`src/rtl/irqagg_pkg.sv`:
```
package irqagg_pkg;
    localparam int unsigned N_SRC    = 32;
    localparam int unsigned OFS_W    = 8;
    localparam logic [OFS_W-1:0] OFS_PEND   = 8'h04;
    localparam logic [OFS_W-1:0] OFS_MSKALL = 8'h08;
    localparam logic [OFS_W-1:0] OFS_CLR    = 8'h0C;
    localparam logic [OFS_W-1:0] OFS_SET    = 8'h10;

    typedef logic [N_SRC-1:0] src_vec_t;

    typedef struct packed {
        src_vec_t mask;
    } mask_st_t;

    typedef struct packed {
        src_vec_t pend;
    } pend_st_t;
endpackage

```
`src/rtl/irqagg_regdec.sv`:
```
module irqagg_regdec
    import irqagg_pkg::*;
(
    input  logic [OFS_W-1:0] addr_i,
    input  logic             wr_en_i,
    input  logic             rd_en_i,
    input  src_vec_t         wdata_i,
    input  src_vec_t         pend_i,
    output src_vec_t         set_o,
    output src_vec_t         clr_o,
    output logic             clr_all_o,
    output src_vec_t         rdata_o
);
    logic hit_set, hit_clr, hit_all, hit_pend;

    always_comb begin
        hit_pend  = (addr_i == OFS_PEND);
        hit_all   = (addr_i == OFS_MSKALL);
        hit_clr   = (addr_i == OFS_CLR);
        hit_set   = (addr_i == OFS_SET);
        set_o     = (wr_en_i && hit_set) ? wdata_i : '0;
        clr_o     = (wr_en_i && hit_clr) ? wdata_i : '0;
        clr_all_o = wr_en_i && hit_all;
        rdata_o   = (rd_en_i && hit_pend) ? pend_i : '0;
    end
endmodule

```
`src/rtl/irqagg_mask.sv`:
```
module irqagg_mask
    import irqagg_pkg::*;
(
    input  logic     clk,
    input  logic     rst_n,
    input  src_vec_t set_i,
    input  src_vec_t clr_i,
    input  logic     clr_all_i,
    output src_vec_t mask_o
);
    mask_st_t st_d, st_q;

    // Clear dominates set on any bit named by both.
    always_comb begin
        st_d = st_q;
        if (clr_all_i) begin
            st_d.mask = '0;
        end else begin
            st_d.mask = (st_q.mask | set_i) & ~clr_i;
        end
    end

    always_ff @(posedge clk or negedge rst_n) begin
        if (!rst_n) st_q <= '0;
        else        st_q <= st_d;
    end

    assign mask_o = st_q.mask;

    // bits written as 1 to the set port are enabled afterwards
    a_r4_set_sticks: assert property (@(posedge clk) disable iff (!rst_n)
        (!clr_all_i) |=> ((mask_o & $past(set_i & ~clr_i)) == $past(set_i & ~clr_i)));
    // bits written as 1 to the clear port are disabled afterwards
    a_r5_clr_sticks: assert property (@(posedge clk) disable iff (!rst_n)
        (|clr_i) |=> ((mask_o & $past(clr_i)) == '0));
    // untouched bits hold their value
    a_r5_others_hold: assert property (@(posedge clk) disable iff (!rst_n)
        (!clr_all_i) |=> (((mask_o ^ $past(mask_o)) & ~$past(set_i | clr_i)) == '0));
    // mask-all empties the mask
    a_r6_all_clear: assert property (@(posedge clk) disable iff (!rst_n)
        clr_all_i |=> (mask_o == '0));
endmodule

```
`src/rtl/irqagg_pending.sv`:
```
module irqagg_pending
    import irqagg_pkg::*;
(
    input  logic     clk,
    input  logic     rst_n,
    input  src_vec_t src_i,
    input  src_vec_t mask_i,
    output src_vec_t pend_o,
    output logic     irq_o
);
    pend_st_t st_d, st_q;

    always_comb begin
        st_d      = st_q;
        st_d.pend = src_i & mask_i;
    end

    always_ff @(posedge clk or negedge rst_n) begin
        if (!rst_n) st_q <= '0;
        else        st_q <= st_d;
    end

    assign pend_o = st_q.pend;
    assign irq_o  = |st_q.pend;

    // a source that was low cannot be pending next cycle
    a_r3_no_latch: assert property (@(posedge clk) disable iff (!rst_n)
        1'b1 |=> ((pend_o & ~$past(src_i)) == '0));
    // a masked source cannot be pending next cycle
    a_r2_masked_quiet: assert property (@(posedge clk) disable iff (!rst_n)
        1'b1 |=> ((pend_o & ~$past(mask_i)) == '0));
endmodule

```
`src/rtl/irqagg_top.sv`:
```
module irqagg_top
    import irqagg_pkg::*;
(
    input  logic              clk,
    input  logic              rst_n,
    input  logic [N_SRC-1:0]  src_i,
    input  logic [OFS_W-1:0]  addr_i,
    input  logic              wr_en_i,
    input  logic              rd_en_i,
    input  logic [N_SRC-1:0]  wdata_i,
    output logic [N_SRC-1:0]  rdata_o,
    output logic              irq_o
);
    src_vec_t set_v, clr_v, mask_v, pend_v;
    logic     clr_all;

    irqagg_regdec u_dec (
        .addr_i   (addr_i),
        .wr_en_i  (wr_en_i),
        .rd_en_i  (rd_en_i),
        .wdata_i  (wdata_i),
        .pend_i   (pend_v),
        .set_o    (set_v),
        .clr_o    (clr_v),
        .clr_all_o(clr_all),
        .rdata_o  (rdata_o)
    );

    irqagg_mask u_mask (
        .clk      (clk),
        .rst_n    (rst_n),
        .set_i    (set_v),
        .clr_i    (clr_v),
        .clr_all_i(clr_all),
        .mask_o   (mask_v)
    );

    irqagg_pending u_pend (
        .clk   (clk),
        .rst_n (rst_n),
        .src_i (src_i),
        .mask_i(mask_v),
        .pend_o(pend_v),
        .irq_o (irq_o)
    );

    // nothing enabled and active means no request next cycle
    a_r7_irq_drops: assert property (@(posedge clk) disable iff (!rst_n)
        ((src_i & mask_v) == '0) |=> !irq_o);
    // only the pending offset returns data
    a_r8_quiet_reads: assert property (@(posedge clk) disable iff (!rst_n)
        (!rd_en_i || addr_i != OFS_PEND) |-> (rdata_o == '0));
    // writes off the mask ports leave the mask alone
    a_r9_stray_write: assert property (@(posedge clk) disable iff (!rst_n)
        (wr_en_i && addr_i != OFS_SET && addr_i != OFS_CLR && addr_i != OFS_MSKALL)
        |=> $stable(mask_v));
endmodule

```
`config.mk`:
```
export PLATFORM = sky130hd
export DESIGN_NAME = irqagg_top
export DESIGN_NICKNAME = d
export VERILOG_FILES = /design/src/rtl/irqagg_pkg.sv /design/src/rtl/irqagg_regdec.sv /design/src/rtl/irqagg_mask.sv /design/src/rtl/irqagg_pending.sv /design/src/rtl/irqagg_top.sv
export SDC_FILE = /design/constraint.sdc
export NUM_CORES = 1
export LEC_CHECK = 0
export ABC_AREA = 1
export BUFFER_PORTS_ARGS = -buffer_cell sky130_fd_sc_hd__clkbuf_2
export CORE_MARGIN = 4
export CORE_UTILIZATION = 40
export CTS_CLUSTER_SIZE = 25
export DETAILED_ROUTE_END_ITERATION = 6
export GPL_TIMING_DRIVEN = 0
export PLACE_DENSITY_LB_ADDON = 0.2
export SLEW_MARGIN = 20
export SYNTH_ARGS = -nofsm -noshare
export SYNTH_HDL_FRONTEND = slang
export SYNTH_HIERARCHICAL = 1
export SYNTH_SLANG_ARGS = --single-unit
```
`constraint.sdc`:
```
create_clock -name clk -period 1.4 [get_ports clk]
set_clock_uncertainty 0.2 [all_clocks]
set_input_delay 0 -clock clk [delete_from_list [all_inputs] [get_ports clk]]
set_output_delay 0 -clock clk [all_outputs]
set_load 0.05 [all_outputs]
```
## Word level (Yosys, flattened, before mapping)

Index checks and enable logic that the tools add are counted.

- Output and inout bits: 33
- Bits in registers: 64

- Bitwise operators: 4
- Mux-type cells: 4
- Reduce and logical (&&, ||, !) cells: 5
- Eq/ne operators: 4

Operators with widths:

| cell | count |
|---|---|
| $mux W32 | 4 |
| $and A32 B32 Y32 | 2 |
| $not A32 Y32 | 1 |
| $or A32 B32 Y32 | 1 |
| $reduce_or A32 Y1 | 1 |
| $eq A8 B4 Y1 const B | 2 |
| $eq A8 B3 Y1 const B | 1 |
| $eq A8 B5 Y1 const B | 1 |
| $logic_and A1 B1 Y1 | 4 |

## Longest topological paths before layout

Gate-level depths: netlist of the first run.

- Word-level depth: 6
- Mapped depth: 8
- Mapped depth without buffers: 7

## Modules after synthesis

The synthesis of the first run kept the hierarchy.

By module, submodules not included:

| module | seq. area each (um^2) | area each (um^2) | instances | cells each |
|---|---|---|---|---|
| irqagg_mask | 800.8 | 1336.3 | 1 | 164 |
| irqagg_regdec | 0.0 | 1290.0 | 1 | 194 |
| irqagg_pending | 800.8 | 1219.9 | 1 | 141 |

## Least setup slack after synthesis of the first run

No wires, ideal clock.

- Path type: register -> output
- From: register u_pend.st_q (netlist bit u_pend/pend_o[30])
- To: output port rdata_o[30]
- Path slack: -0.247 ns
- Stages on the path, launching flop included: 3
- Required time: 1.200 ns
- Arrival: 1.447 ns
- Path through: dfrtp_1 > inv_1 > nor3_1

- Cells in the longest elaborated chain, start to end: 1

Ends and longest elaborated chain:

| element | RTL line | RTL |
|---|---|---|
| start, declared | irqagg_pending.sv:11 | `pend_st_t st_d, st_q;` |
| start signal, assigned | irqagg_pending.sv:20 | `else st_q <= st_d;` |
| $mux W32 | irqagg_regdec.sv:24 | `rdata_o = (rd_en_i && hit_pend) ? pend_i : '0;` |
| end, declared | irqagg_top.sv:11 | `output logic [N_SRC-1:0] rdata_o,` |

Every way passes these cells.

## Final worst setup path of the first run

- From: register u_pend.st_q (netlist bit u_pend/pend_o[18])
- To: output port irq_o

- Cells in the longest elaborated chain, start to end: 1

Ends and longest elaborated chain:

| element | RTL line | RTL |
|---|---|---|
| $reduce_or A32 Y1 | irqagg_pending.sv:24 | `assign irq_o = \|st_q.pend;` |
| end, declared | irqagg_top.sv:12 | `output logic irq_o` |

Every way passes these cells.

==> impl_metrics.json, run 1 <==
{
  "final_common_cell": "inv_1",
  "grt_max_degree": 35,
  "syn-num-nets": 575,
  "pin_count": 109,
  "numCtsBuffers": 9,
  "power.density_mw_per_mm2": 745,
  "netSwitchingPower_w": 0.00106,
  "worstSetupPathType": "flop to primary output",
  "leakagePower_nw": 3.06,
  "antenna_found_initial": 0,
  "crit_top_cell": "nand2_2",
  "firstDrtPassIters": 6,
  "rsz0062_at_grt": "yes",
  "clkLatencyLatePin_ns": 0.33,
  "hp-class": "input port to asynchronous set/reset pin",
  "share_comb_of_total_power_pct": 16.1,
  "dr.first_iter.drc_count": 165,
  "max_cap_violations": 0,
  "die-area_mm2": 0.0112,
  "gp_congestion": 0.751,
  "worst_ep_arrival_time_ns": 1.40,
  "antennaDiodeCount": 0,
  "start_kind": "flop",
  "final_nets": 769,
  "critPathCaptureType": "primary output",
  "ff2ff_setup_slack_ns": 0.51,
  "ir_worst_vdd_mv": 0.429,
  "synth-seq-area-share_pct": 41.6,
  "seq_power_share_pct": 46.2,
  "multi_input_area_mm2": 0.00152,
  "seq_area_mm2": 0.00160,
  "cts-root-buf": "clkbuf_8",
  "drive_above_1_share_pct": 34.2,
  "path_clk_slew_ns": 0.07,
  "worstMarginPinSlew_ns": 0.447,
  "cts_tree": "built",
  "clkPwrFrac_pct": 37.7,
  "reg2reg_to": "u_mask/mask_o[19]",
  "overflow": 0,
  "syn2layout_area_growth_pct": 47.4,
  "critPathSlowestCell": "dfrtp_1",
  "post-dp-hpwl_um": 6950,
  "via_count": 3506,
  "hold-worst-slack_ns": -0.00800,
  "avgSynthCellArea_um2": 7.71,
  "violations": "negative hold slack, negative setup slack",
  "slowest_delay_ns": 0.40,
  "initial_core_util_pct": 41.4,
  "grt_pass1_wl_um": 16500,
  "die_x_um": 106,
  "grt_pass1_vias": 3542,
  "syn_inst": 499,
  "final_cell_mix": "inv_1, nor2_1, nand2_1, clkbuf_2, dlygate4sd3_1",
  "vias_per_cell": 4.24,
  "dp_slack_ns": -0.0707,
  "rr_worst_depth": 2,
  "maxSlewHeadroom_pct": 70.2,
  "ys_ff_latch": 64,
  "fillers": 826,
  "clock_path_buffers": 2,
  "p_int_w": 0.00316,
  "ys_warn_count": 6,
  "rows": 35,
  "synth.distinct_cells": 14,
  "fin_crit_ns": 1.60,
  "cp_max_fo": 2,
  "netlist_area_mm2": 0.00385,
  "cp.required_ns": 1.20,
  "drcViolationCount": 0,
  "grtUsageTotal_pct": 18.7,
  "fin_ws_ns": -0.197,
  "fin_crit_sh_pct": 114,
  "max_freq_ghz": 0.626,
  "port_buffers": 108,
  "maxSlewViolCount": 0,
  "cp_num_buf_inv": 2,
  "final_antenna_net_count": 0,
  "cts-htree-levels": 3,
  "wl_per_cell_um": 11.9,
  "crit_family": "simple AND/OR/NAND/NOR gates",
  "sw_frac_of_total_pct": 25.0,
  "cp-startpoint": "u_pend/pend_o[18]",
  "crit_chain": "inv_2 -> nand2_2 -> nor2_4 -> nand2_2 -> nor2_4 -> nand2_2 -> buf_8",
  "core_area_mm2": 0.00928,
  "finalHoldViolCount": 4,
  "setup_viol": 2,
  "routed_wl_um": 9860,
  "clkSinkCount": 64,
  "fp.dieH_um": 106,
  "r2r-start": "u_mask/mask_o[19]",
  "status": "complete, but fails checks"
}
[worst register-to-register path, delay by kind of cell, from the launching register on]
kind	cells	cell delay, ns
flops	1	0.39
simple gates	2	0.19
[worst max-delay path by stage]
stage,to,slack (ns),cells past startpoint
6_report,irq_o,-0.20,7
5_1_grt,irq_o,-0.29,7
4_1_cts,irq_o,-0.21,6
3_5_place_dp,u_mask/mask_o[27],-0.07,9
3_3_place_gp,u_pend/pend_o[6],-0.32,1
2_1_floorplan,rdata_o[0],0.08,4
[sequential cells by signal, indices dropped and copies added (netlist names)]
signal / flops
u_pend/pend_o: 32
u_mask/mask_o: 32
[layout make-up]
| class | count | area share [%] |
|---|---|---|
| clock buffer | 13 | 2.80 |
| timing repair buffer | 183 | 25.1 |
| clock inverter | 3 | 0.706 |
| inverter | 150 | 9.93 |
| tap | 129 | 2.85 |
| buffer | 18 | 3.58 |
| multi-input combinational | 267 | 26.8 |
| sequential | 64 | 28.2 |
[layer usage]
metal	part of all wire [%]	global-route usage [%]
met1	41	22.1
met2	52	33.1
met3	4.1	4.49
met4	2.2	6.57
met5	0	0
[power by group through the flow]
| stage | clock network, W | registers (W) | logic, W |
|---|---|---|---|
| floorplan | 0 | 0.00198 | 0.000253 |
| global placement | 0 | 0.00198 | 0.000463 |
| detailed placement | 0 | 0.00199 | 0.000477 |
| CTS | 0.00166 | 0.00195 | 0.000656 |
| global route | 0.00174 | 0.00196 | 0.000751 |
| finish | 0.00159 | 0.00195 | 0.000679 |
[through the flow]
stage,instances,instance area (um^2),util [%],TNS (ns),power (W)
after floorplan,499,3860,-,0,0.00223
after global placement,736,4560,49.1,-22.21,0.00245
after detailed placement,737,4580,49.3,-1.67,0.00246
after CTS,821,5560,59.9,-0.209,0.00427
after global routing,827,5670,61.1,-0.445,0.00445
final,827,5670,61.1,-0.222,0.00422
[kinds of logic (layout without fill, tap and decap cells)]
family                 Yosys count  in the layout  synth area share (%)
buffers and inverters          168            367                  19.9
AND/OR/NAND/NOR                267            267                  38.5
flip-flops                      64             64                  41.6
[Yosys cell counts (all sizes together)]
cell   count  area, um^2
nor2     115         474
nand2     80         300
nor3      65         631
nand3      4        55.1
nand4      1        6.26
and2       2        12.5
buf       18         203
inv      150         563
dfrtp     64        1600
[what timing repair did]
item	4_1_cts	5_1_grt
buffers inserted	0	7
hold buffers	68	0
endpoints found under the setup margin	28	30
pin swaps	8	11
gates resized for setup	36	51
hold endpoints to repair	128	0
Power figures use the tool's default switching activity.
==> run 2, diff against run 1 <==
--- a/config.mk
+++ b/config.mk
@@ -13,6 +13,7 @@
 export DETAILED_ROUTE_END_ITERATION = 6
 export GPL_TIMING_DRIVEN = 0
 export PLACE_DENSITY_LB_ADDON = 0.2
+export SETUP_SLACK_MARGIN = 0.5
 export SLEW_MARGIN = 20
 export SYNTH_ARGS = -nofsm -noshare
 export SYNTH_HDL_FRONTEND = slang
==> impl_metrics.json, run 2 (same netlist as run 1, synthesis figures left out) <==
{
  "worst_ep_arrival_time_ns": 1.39,
  "clock_path_buffers": 2,
  "die-area_mm2": 0.0112,
  "gp_congestion": 0.762,
  "drcViolationCount": 0,
  "slowest_delay_ns": 0.40,
  "fp.dieH_um": 106,
  "overflow": 0,
  "power.density_mw_per_mm2": 677,
  "core_area_mm2": 0.00928,
  "dr.first_iter.drc_count": 92,
  "fin_ws_ns": -0.189,
  "cp.required_ns": 1.20,
  "start_kind": "flop",
  "post-dp-hpwl_um": 6960,
  "antennaDiodeCount": 0,
  "leakagePower_nw": 3.79,
  "cts-htree-levels": 3,
  "postCtsHoldBufs": 54,
  "final_common_cell": "inv_1",
  "critPathCaptureType": "primary output",
  "finalHoldViolCount": 75,
  "cts-root-buf": "clkbuf_8",
  "power.total_w": 0.00450,
  "worstMarginPinSlew_ns": 0.300,
  "syn2layout_area_growth_pct": 73.0,
  "vias_per_cell": 4.39,
  "pin_count": 109,
  "violations": "negative hold slack, negative setup slack",
  "wl_per_cell_um": 13.4,
  "worstSetupPathType": "flop to primary output",
  "via_count": 3661,
  "status": "complete, but fails checks",
  "hp-class": "input port to asynchronous set/reset pin",
  "drive_above_1_share_pct": 47.3,
  "setup_viol": 1,
  "cts_tree": "built",
  "crit_family": "simple AND/OR/NAND/NOR gates",
  "final_antenna_net_count": 0,
  "grt_max_degree": 47,
  "final_nets": 775,
  "fin_crit_sh_pct": 113,
  "cp_max_fo": 2,
  "final_cell_mix": "inv_1, nor2_1, clkbuf_2, dfrtp_1, dlygate4sd3_1",
  "maxSlewViolCount": 0,
  "hold-worst-slack_ns": -0.641,
  "max_cap_violations": 0,
  "path_clk_slew_ns": 0.08,
  "rows": 35,
  "ir_worst_vdd_mv": 0.452,
  "critPathSlowestCell": "dfrtp_1",
  "initial_core_util_pct": 41.4,
  "cp_num_buf_inv": 1,
  "grt_pass1_wl_um": 17800,
  "die_x_um": 106,
  "numCtsBuffers": 9,
  "clkSinkCount": 64,
  "grt_pass1_vias": 3742,
  "grtUsageTotal_pct": 20.3,
  "port_buffers": 108,
  "maxSlewHeadroom_pct": 80.0,
  "final_util_pct": 71.7,
  "routed_wl_um": 11200,
  "max_freq_ghz": 0.629,
  "fin_crit_ns": 1.59,
  "crit_top_cell": "nand2_2",
  "crit_chain": "nor2_1 -> and2_1 -> nand2_2 -> nor2_4 -> nand2_2 -> buf_8",
  "antenna_found_initial": 0,
  "clkLatencyLatePin_ns": 0.35,
  "firstDrtPassIters": 4,
  "rsz0062_at_grt": "yes"
}
[run 2: worst paths after layout]
kind,start,end,slack [ns],cells after the start
setup reg to reg,u_mask/mask_o[29],u_mask/mask_o[29],0.43,2
min in group clk,wdata_i[21],u_mask/mask_o[21],-0.16,5
hold reg to reg,u_mask/mask_o[2],u_pend/pend_o[2],0.26,2
max in group asynchronous,rst_n,u_pend/pend_o[15],1.10,2
setup / recovery,u_pend/pend_o[22],irq_o,-0.19,6
hold / removal,rst_n,u_mask/mask_o[24],-0.64,1
[run 2: power breakdown]
| group | total, W | internal, W | switching (W) |
|---|---|---|---|
| sequential | 0.00196 | 0.00192 | 0.0000406 |
| combinational | 0.000764 | 0.000370 | 0.000394 |
| clock | 0.00178 | 0.00105 | 0.000732 |
[run 2: layer usage]
| metal | vias up | global-route usage (%) | wire [um] |
|---|---|---|---|
| li1 | 1828 | - | - |
| met1 | 1730 | 24.9 | 4480 |
| met2 | 84 | 35.8 | 6070 |
| met3 | 19 | 3.76 | 404 |
| met4 | 0 | 7.22 | 232 |
| met5 | - | 0 | 0 |
[run 2: through the flow]
stage / instances / setup WS (ns) / instance area, um^2 / setup TNS, ns
2_1_floorplan: 499 / 0.224 / 4120 / 0
3_3_place_gp: 736 / -0.353 / 4820 / -22.48
3_5_place_dp: 737 / -0.0423 / 4850 / -0.789
4_1_cts: 828 / -0.229 / 6370 / -0.229
5_1_grt: 833 / -0.284 / 6650 / -0.404
6_report: 833 / -0.189 / 6650 / -0.189
[run 2: cell type report]
| type | instances | area, um^2 |
|---|---|---|
| plain buffers | 18 | 272 |
| multi-input cells | 267 | 2000 |
| inverters | 150 | 573 |
| flip-flops and latches | 64 | 1600 |
| clock buffers | 13 | 149 |
| clock inverters | 3 | 65.1 |
| well taps | 129 | 161 |
| repair buffers | 189 | 1840 |
| fillers | 707 | 2630 |
[run 2: what timing repair did]
| action | CTS | global route |
|---|---|---|
| gates resized for setup | 156 | 89 |
| setup endpoints to repair | 65 | 65 |
| buffers inserted | 16 | 5 |
| pin swaps | 30 | 32 |
| cloned | 5 | 0 |
| endpoints found under the hold margin | 128 | 74 |
